[src/rtl/irq_arbiter.sv]
module irq_arbiter #(
  parameter int VEC_W        = 8,
  parameter int ADDR_W       = 20,
  parameter int CODE_W       = 3,
  parameter int SSTEP_TYPE   = 1,
  parameter int NMI_TYPE     = 2,
  parameter int SEG_OVR_TYPE = 9
) (
  input  logic              clk,
  input  logic              rst_n,
  input  logic              boundary,
  input  logic              exc_req,
  input  logic [CODE_W-1:0] exc_code,
  input  logic              trap_flag,
  input  logic              nmi_in,
  input  logic              ovr_req,
  input  logic              intr,
  input  logic              ie_flag,
  input  logic [VEC_W-1:0]  intr_vec,
  input  logic              swi_req,
  input  logic [VEC_W-1:0]  swi_num,
  output logic              take,
  output logic [VEC_W-1:0]  vec_type,
  output logic [ADDR_W-1:0] tbl_addr
);
  localparam int ENTRY_SHIFT = 2;

  logic             nmi_q, nmi_pend;
  logic [VEC_W-1:0] exc_type, sel;

  wire nmi_edge  = nmi_in & ~nmi_q;
  wire nmi_live  = nmi_pend | nmi_edge;
  wire intr_ok   = intr & ie_flag;
  wire any_req   = exc_req | trap_flag | nmi_live | ovr_req | intr_ok | swi_req;
  wire fire      = boundary & any_req;
  wire nmi_taken = fire & ~exc_req & ~trap_flag & nmi_live;

  always_comb begin
    case (exc_code)
      3'd0:    exc_type = VEC_W'(0);
      3'd1:    exc_type = VEC_W'(3);
      3'd2:    exc_type = VEC_W'(4);
      3'd3:    exc_type = VEC_W'(5);
      3'd5:    exc_type = VEC_W'(7);
      3'd6:    exc_type = VEC_W'(16);
      default: exc_type = VEC_W'(6);
    endcase
  end

  always_comb begin
    if (exc_req)        sel = exc_type;
    else if (trap_flag) sel = VEC_W'(SSTEP_TYPE);
    else if (nmi_live)  sel = VEC_W'(NMI_TYPE);
    else if (ovr_req)   sel = VEC_W'(SEG_OVR_TYPE);
    else if (intr_ok)   sel = intr_vec;
    else                sel = swi_num;
  end

  always_ff @(posedge clk) begin
    if (!rst_n) begin
      nmi_q    <= 1'b0;
      nmi_pend <= 1'b0;
      take     <= 1'b0;
      vec_type <= '0;
      tbl_addr <= '0;
    end else begin
      nmi_q    <= nmi_in;
      nmi_pend <= nmi_live & ~nmi_taken;
      take     <= fire;
      if (fire) begin
        vec_type <= sel;
        tbl_addr <= ADDR_W'(sel) << ENTRY_SHIFT;
      end
    end
  end
endmodule


[config.mk]
export PLATFORM = sky130hd
export DESIGN_NAME = irq_arbiter
export DESIGN_NICKNAME = d
export VERILOG_FILES = /design/src/rtl/irq_arbiter.sv
export SDC_FILE = /design/constraint.sdc
export NUM_CORES = 1
export LEC_CHECK = 0
export ABC_AREA = 1
export BUFFER_PORTS_ARGS = -buffer_cell sky130_fd_sc_hd__buf_2
export CAP_MARGIN = 20
export CORE_MARGIN = 2
export CORE_UTILIZATION = 45
export CTS_BUF_LIST = sky130_fd_sc_hd__clkbuf_2 sky130_fd_sc_hd__clkbuf_4 sky130_fd_sc_hd__clkbuf_8
export DETAILED_ROUTE_END_ITERATION = 6
export PLACE_DENSITY = 0.95
export SYNTH_ARGS = -nofsm -noshare
export SYNTH_HDL_FRONTEND = slang
export SYNTH_SLANG_ARGS = --single-unit
[constraint.sdc]
create_clock -name clk -period 3 [get_ports clk]
set_input_delay 0.6 -clock clk [delete_from_list [all_inputs] [get_ports clk]]
set_output_delay 0.6 -clock clk [all_outputs]
set_load 0.01 [all_outputs]
# Word-level counts from Yosys, hierarchy flattened

Cells that the tools add are included.

Bits in registers: 11
Input bits: 29
Output and inout port bits: 29
Logic and storage cells: 33

Eq/ne operators: 5
Muxes and demuxes: 6
Bitwise gates (word level): 17
Reduce and logical (&&, ||, !) cells: 1

Operators with widths:

| kind               | count |
|---|---|
| $mux 8             | 5 |
| $pmux 5 s6         | 1 |
| $and 1x1->1        | 7 |
| $eq 3x2->1 const B | 2 |
| $eq 3x3->1 const B | 2 |
| $or 1x1->1         | 6 |
| $not 1->1          | 4 |
| $eq 3x1->1 const B | 1 |
| $logic_not 3->1    | 1 |

# Depth between registers and ports, before layout

Depth in word-level cells: 13
Gate-level depth with buffers: 10
Gate-level depth less buffers: 9

# Worst setup path before layout

No wires, ideal clock.

Path kind: input-to-reg
From: input port nmi_in
To: register tbl_addr[3]
Library setup time: 0.113 ns
Arrival time: 1.306 ns
Data required time: 2.887 ns
Setup slack: 1.582 ns
Cell stages on the path: 9
Buffers on the path: 1
Cell sequence: nand2_1 -> nand2_1 -> nor2_8 -> nand3_2 -> nand2_2 -> buf_6 -> nand2_1 -> nand2_1 -> nor2_1

Word-level cells in the longest chain between the ends: 7
Elaborated cells on any way between the ends: 10
Those cells by class: mux: 3; bitwise: 7

Ends and longest elaborated chain:

| element                 | line | source |
|---|---|---|
| start: declaration      | 15   | `input logic nmi_in,` |
| $and 1x1->1 *           | 31   | `wire nmi_edge = nmi_in & ~nmi_q;` |
| $or 1x1->1 *            | 32   | `wire nmi_live = nmi_pend \| nmi_edge;` |
| $or 1x1->1 (4 in a row) | 34   | `wire any_req = exc_req \| trap_flag \| nmi_live \| ovr_req \| intr_ok \| swi_req;` |
| $and 1x1->1             | 35   | `wire fire = boundary & any_req;` |
| end signal: assignment  | 72   | `tbl_addr <= ADDR_W'(sel) << ENTRY_SHIFT;` |
| end: declaration        | 24   | `output logic [ADDR_W-1:0] tbl_addr` |

Every way passes the cells marked *; elsewhere a longest branch is shown, timed or not.
A chain may end at the register's enable or synchronous reset.

# Worst setup path in the final report

From: input port intr
To: register tbl_addr[6]

Word-level cells in the longest chain between the ends: 6
Elaborated cells on any way between the ends: 9
Those cells by class: mux: 5; bitwise: 4

Ends and longest elaborated chain:

| element            | line | source |
|---|---|---|
| start: declaration | 17   | `input logic intr,` |
| $and 1x1->1 *      | 33   | `wire intr_ok = intr & ie_flag;` |
| $mux 8             | 55   | `else if (intr_ok) sel = intr_vec;` |
| $mux 8             | 54   | `else if (ovr_req) sel = VEC_W'(SEG_OVR_TYPE);` |
| $mux 8             | 53   | `else if (nmi_live) sel = VEC_W'(NMI_TYPE);` |
| $mux 8             | 52   | `else if (trap_flag) sel = VEC_W'(SSTEP_TYPE);` |
| $mux 8             | 51   | `if (exc_req) sel = exc_type;` |

Marks and branches as above.

==> out/qor.yml <==
finish:
  layout-drive-gt1-share_pct: 34.9
  final.fill_count: 177
  multi_input_area_um2: 432
  final_nets: 199
  area_growth_pct: 19.1
  regArea_um2: 220
  postLayoutCoreUtil_pct: 57.7
  layout_common_cells: "buf_2, nand2_1, inv_1"
  layout_commonest_cell: "buf_2"
  antennaDiodeCount: 0
detailed_routing:
  detail_route.wl_per_cell_um: 8.54
  drt_iter0_markers: 5
  wl_um: 1660
  postRouteAntennaNets: 0
  num_vias: 842
  drc: 0
  routed_via_density: 4.34
  first_pass_iters: 4
clock_network:
  ctsHoldBuffers: 0
  htreeDepth: 1
  worstSkewPairLatency_ps: 250
  cts_tree: "built"
  cts_resized: 0
  cts-root-buf: "clkbuf_4"
  cts_sinks: 11
  cts_buffers: 3
  clock_path_buffers: 2
  post-cts-setup-buffers: 0
  cts.clk_slew.worst_paths_ps: 70
sta:
  fin_setup_tns_ps: 0
  slew_viol_final: 0
  finalCritPeriodShare_pct: 46.6
  setup_ws_ps: 1600
  setup_viol: 0
  rsz0062_at_grt: "no"
  period_minus_slack_ps: 1400
  fmax_mhz: 715
  holdWs_ps: 486
  clock_skew_ps: 2.88
  finalHoldViolCount: 0
floorplan:
  initial_utilization_pct: 48.5
  dieArea_um2: 2240
  fp.dieW_um: 47.4
  ios: 58
  rows: 15
  die_height_um: 47.4
  fp.coreArea_um2: 1750
outcome:
  status: "finished, final reports clean"
logic_synthesis:
  synth_cell_types: 22
  yosys_register_bits: 11
  synth_edf_count: 0
  synthCells: 131
  synth_area_per_cell_um2: 6.46
  synthFlopType: "dfxtp_1"
  synth_area_um2: 846
  yosys_warnings: 0
  ys_seq_area_share_pct: 26.0
  synthArstFlopShare_pct: 0
critical_path:
  crit_required_ps: 3150
  worstPathMaxFanout: 12
  endpoint_kind: "register"
  path_class: "in2reg"
  cp-start-kind: "primary input"
  cp.arrival_ps: 1550
grt:
  grt_usage_pct: 15.7
  grt-ovfl-total: 0
  antenna_found_initial: 0
  grt_max_degree: 13
  grt_pass1_vias: 657
  grt_pass1_wl_um: 2570
place:
  portBuffers: 45
  dp_hpwl_um: 1440
  dp_slack_ps: 1330
  gp_congestion: 0.812
job:
  cap_violations: 0
pwr:
  p_leak_nw: 0.623
  ir_drop_v: 0.000128
  powerDensity_nw_per_um2: 349
min_path:
  hold_path.class: "reg2reg"
[routing by layer]
layer / track usage [%] / wire length (µm) / vias up
li1: - / - / 449
met1: 20.2 / 741 / 360
met2: 27.6 / 777 / 33
met3: 3.46 / 138 / 0
met4: 1.67 / 0 / 0
met5: 0 / 0 / -
[worst max-delay path, stage by stage]
cell and delay, ps:
buf_2 130, nand2_4 120, clkinv_4 100, nor2_4 90, nand3_2 90, nand2_2 210
nor2_2 100, nand2_1 70, nand2_1 50
[cell type report]
cell class	count	area share, %
clock buffer	4	2.98
sequential	11	21.9
tap	25	3.11
inverter	17	6.83
multi-input combinational	92	42.9
timing repair buffer	45	22.4
[worst paths after layout]
kind	end	cells past startpoint	startpoint	slack [ps]
hold / removal	tbl_addr[9]	2	tbl_addr[9]	490
setup / recovery	tbl_addr[6]	9	intr	1600
setup reg to reg	tbl_addr[6]	9	nmi_q	1720
hold reg to reg	tbl_addr[9]	2	tbl_addr[9]	490
[power by group]
| group | switching, mW | internal [mW] |
|---|---|---|
| clock network | 0.0425 | 0.0603 |
| registers | 0.00315 | 0.153 |
| logic | 0.0565 | 0.0359 |
| total | 0.102 | 0.249 |
[sequential cells by signal, indices dropped and copies added, names as in the netlist]
signal	cells
nmi_pend	1
nmi_q	1
take	1
tbl_addr	8
[cells by family (layout without fill, tap and decap cells)]
group | after synthesis | after routing | share of synthesized area, %
and+or+nand+nor | 68 | 68 | 38.2
buffers and inverters | 39 | 66 | 27.8
AOI/OAI and AO/OA | 12 | 12 | 7.54
DFF | 11 | 11 | 26.0
other | 1 | 12 | 0.443
[through the flow]
step                cells  instance area [µm²]  power, mW
floorplan             142                  887      0.233
global placement      190                  977      0.250
detailed placement    190                  977      0.251
CTS                   194                 1010      0.354
global route          194                 1010      0.377
finish                194                 1010      0.351
[cells in the mapped netlist, types with 2 or more instances]
| cell | instances | area, µm² |
|---|---|---|
| nand2_1 | 39 | 146 |
| inv_1 | 15 | 56.3 |
| nor2_1 | 9 | 33.8 |
| dfxtp_1 | 11 | 220 |
| nor2_4 | 2 | 22.5 |
| a21oi_1 | 7 | 35.0 |
| nor2_2 | 2 | 12.5 |
| o21ai_0 | 2 | 10.0 |
| buf_4 | 20 | 150 |
| nand3_1 | 12 | 60.1 |
Note: power is estimated with default switching activity, not from simulation.
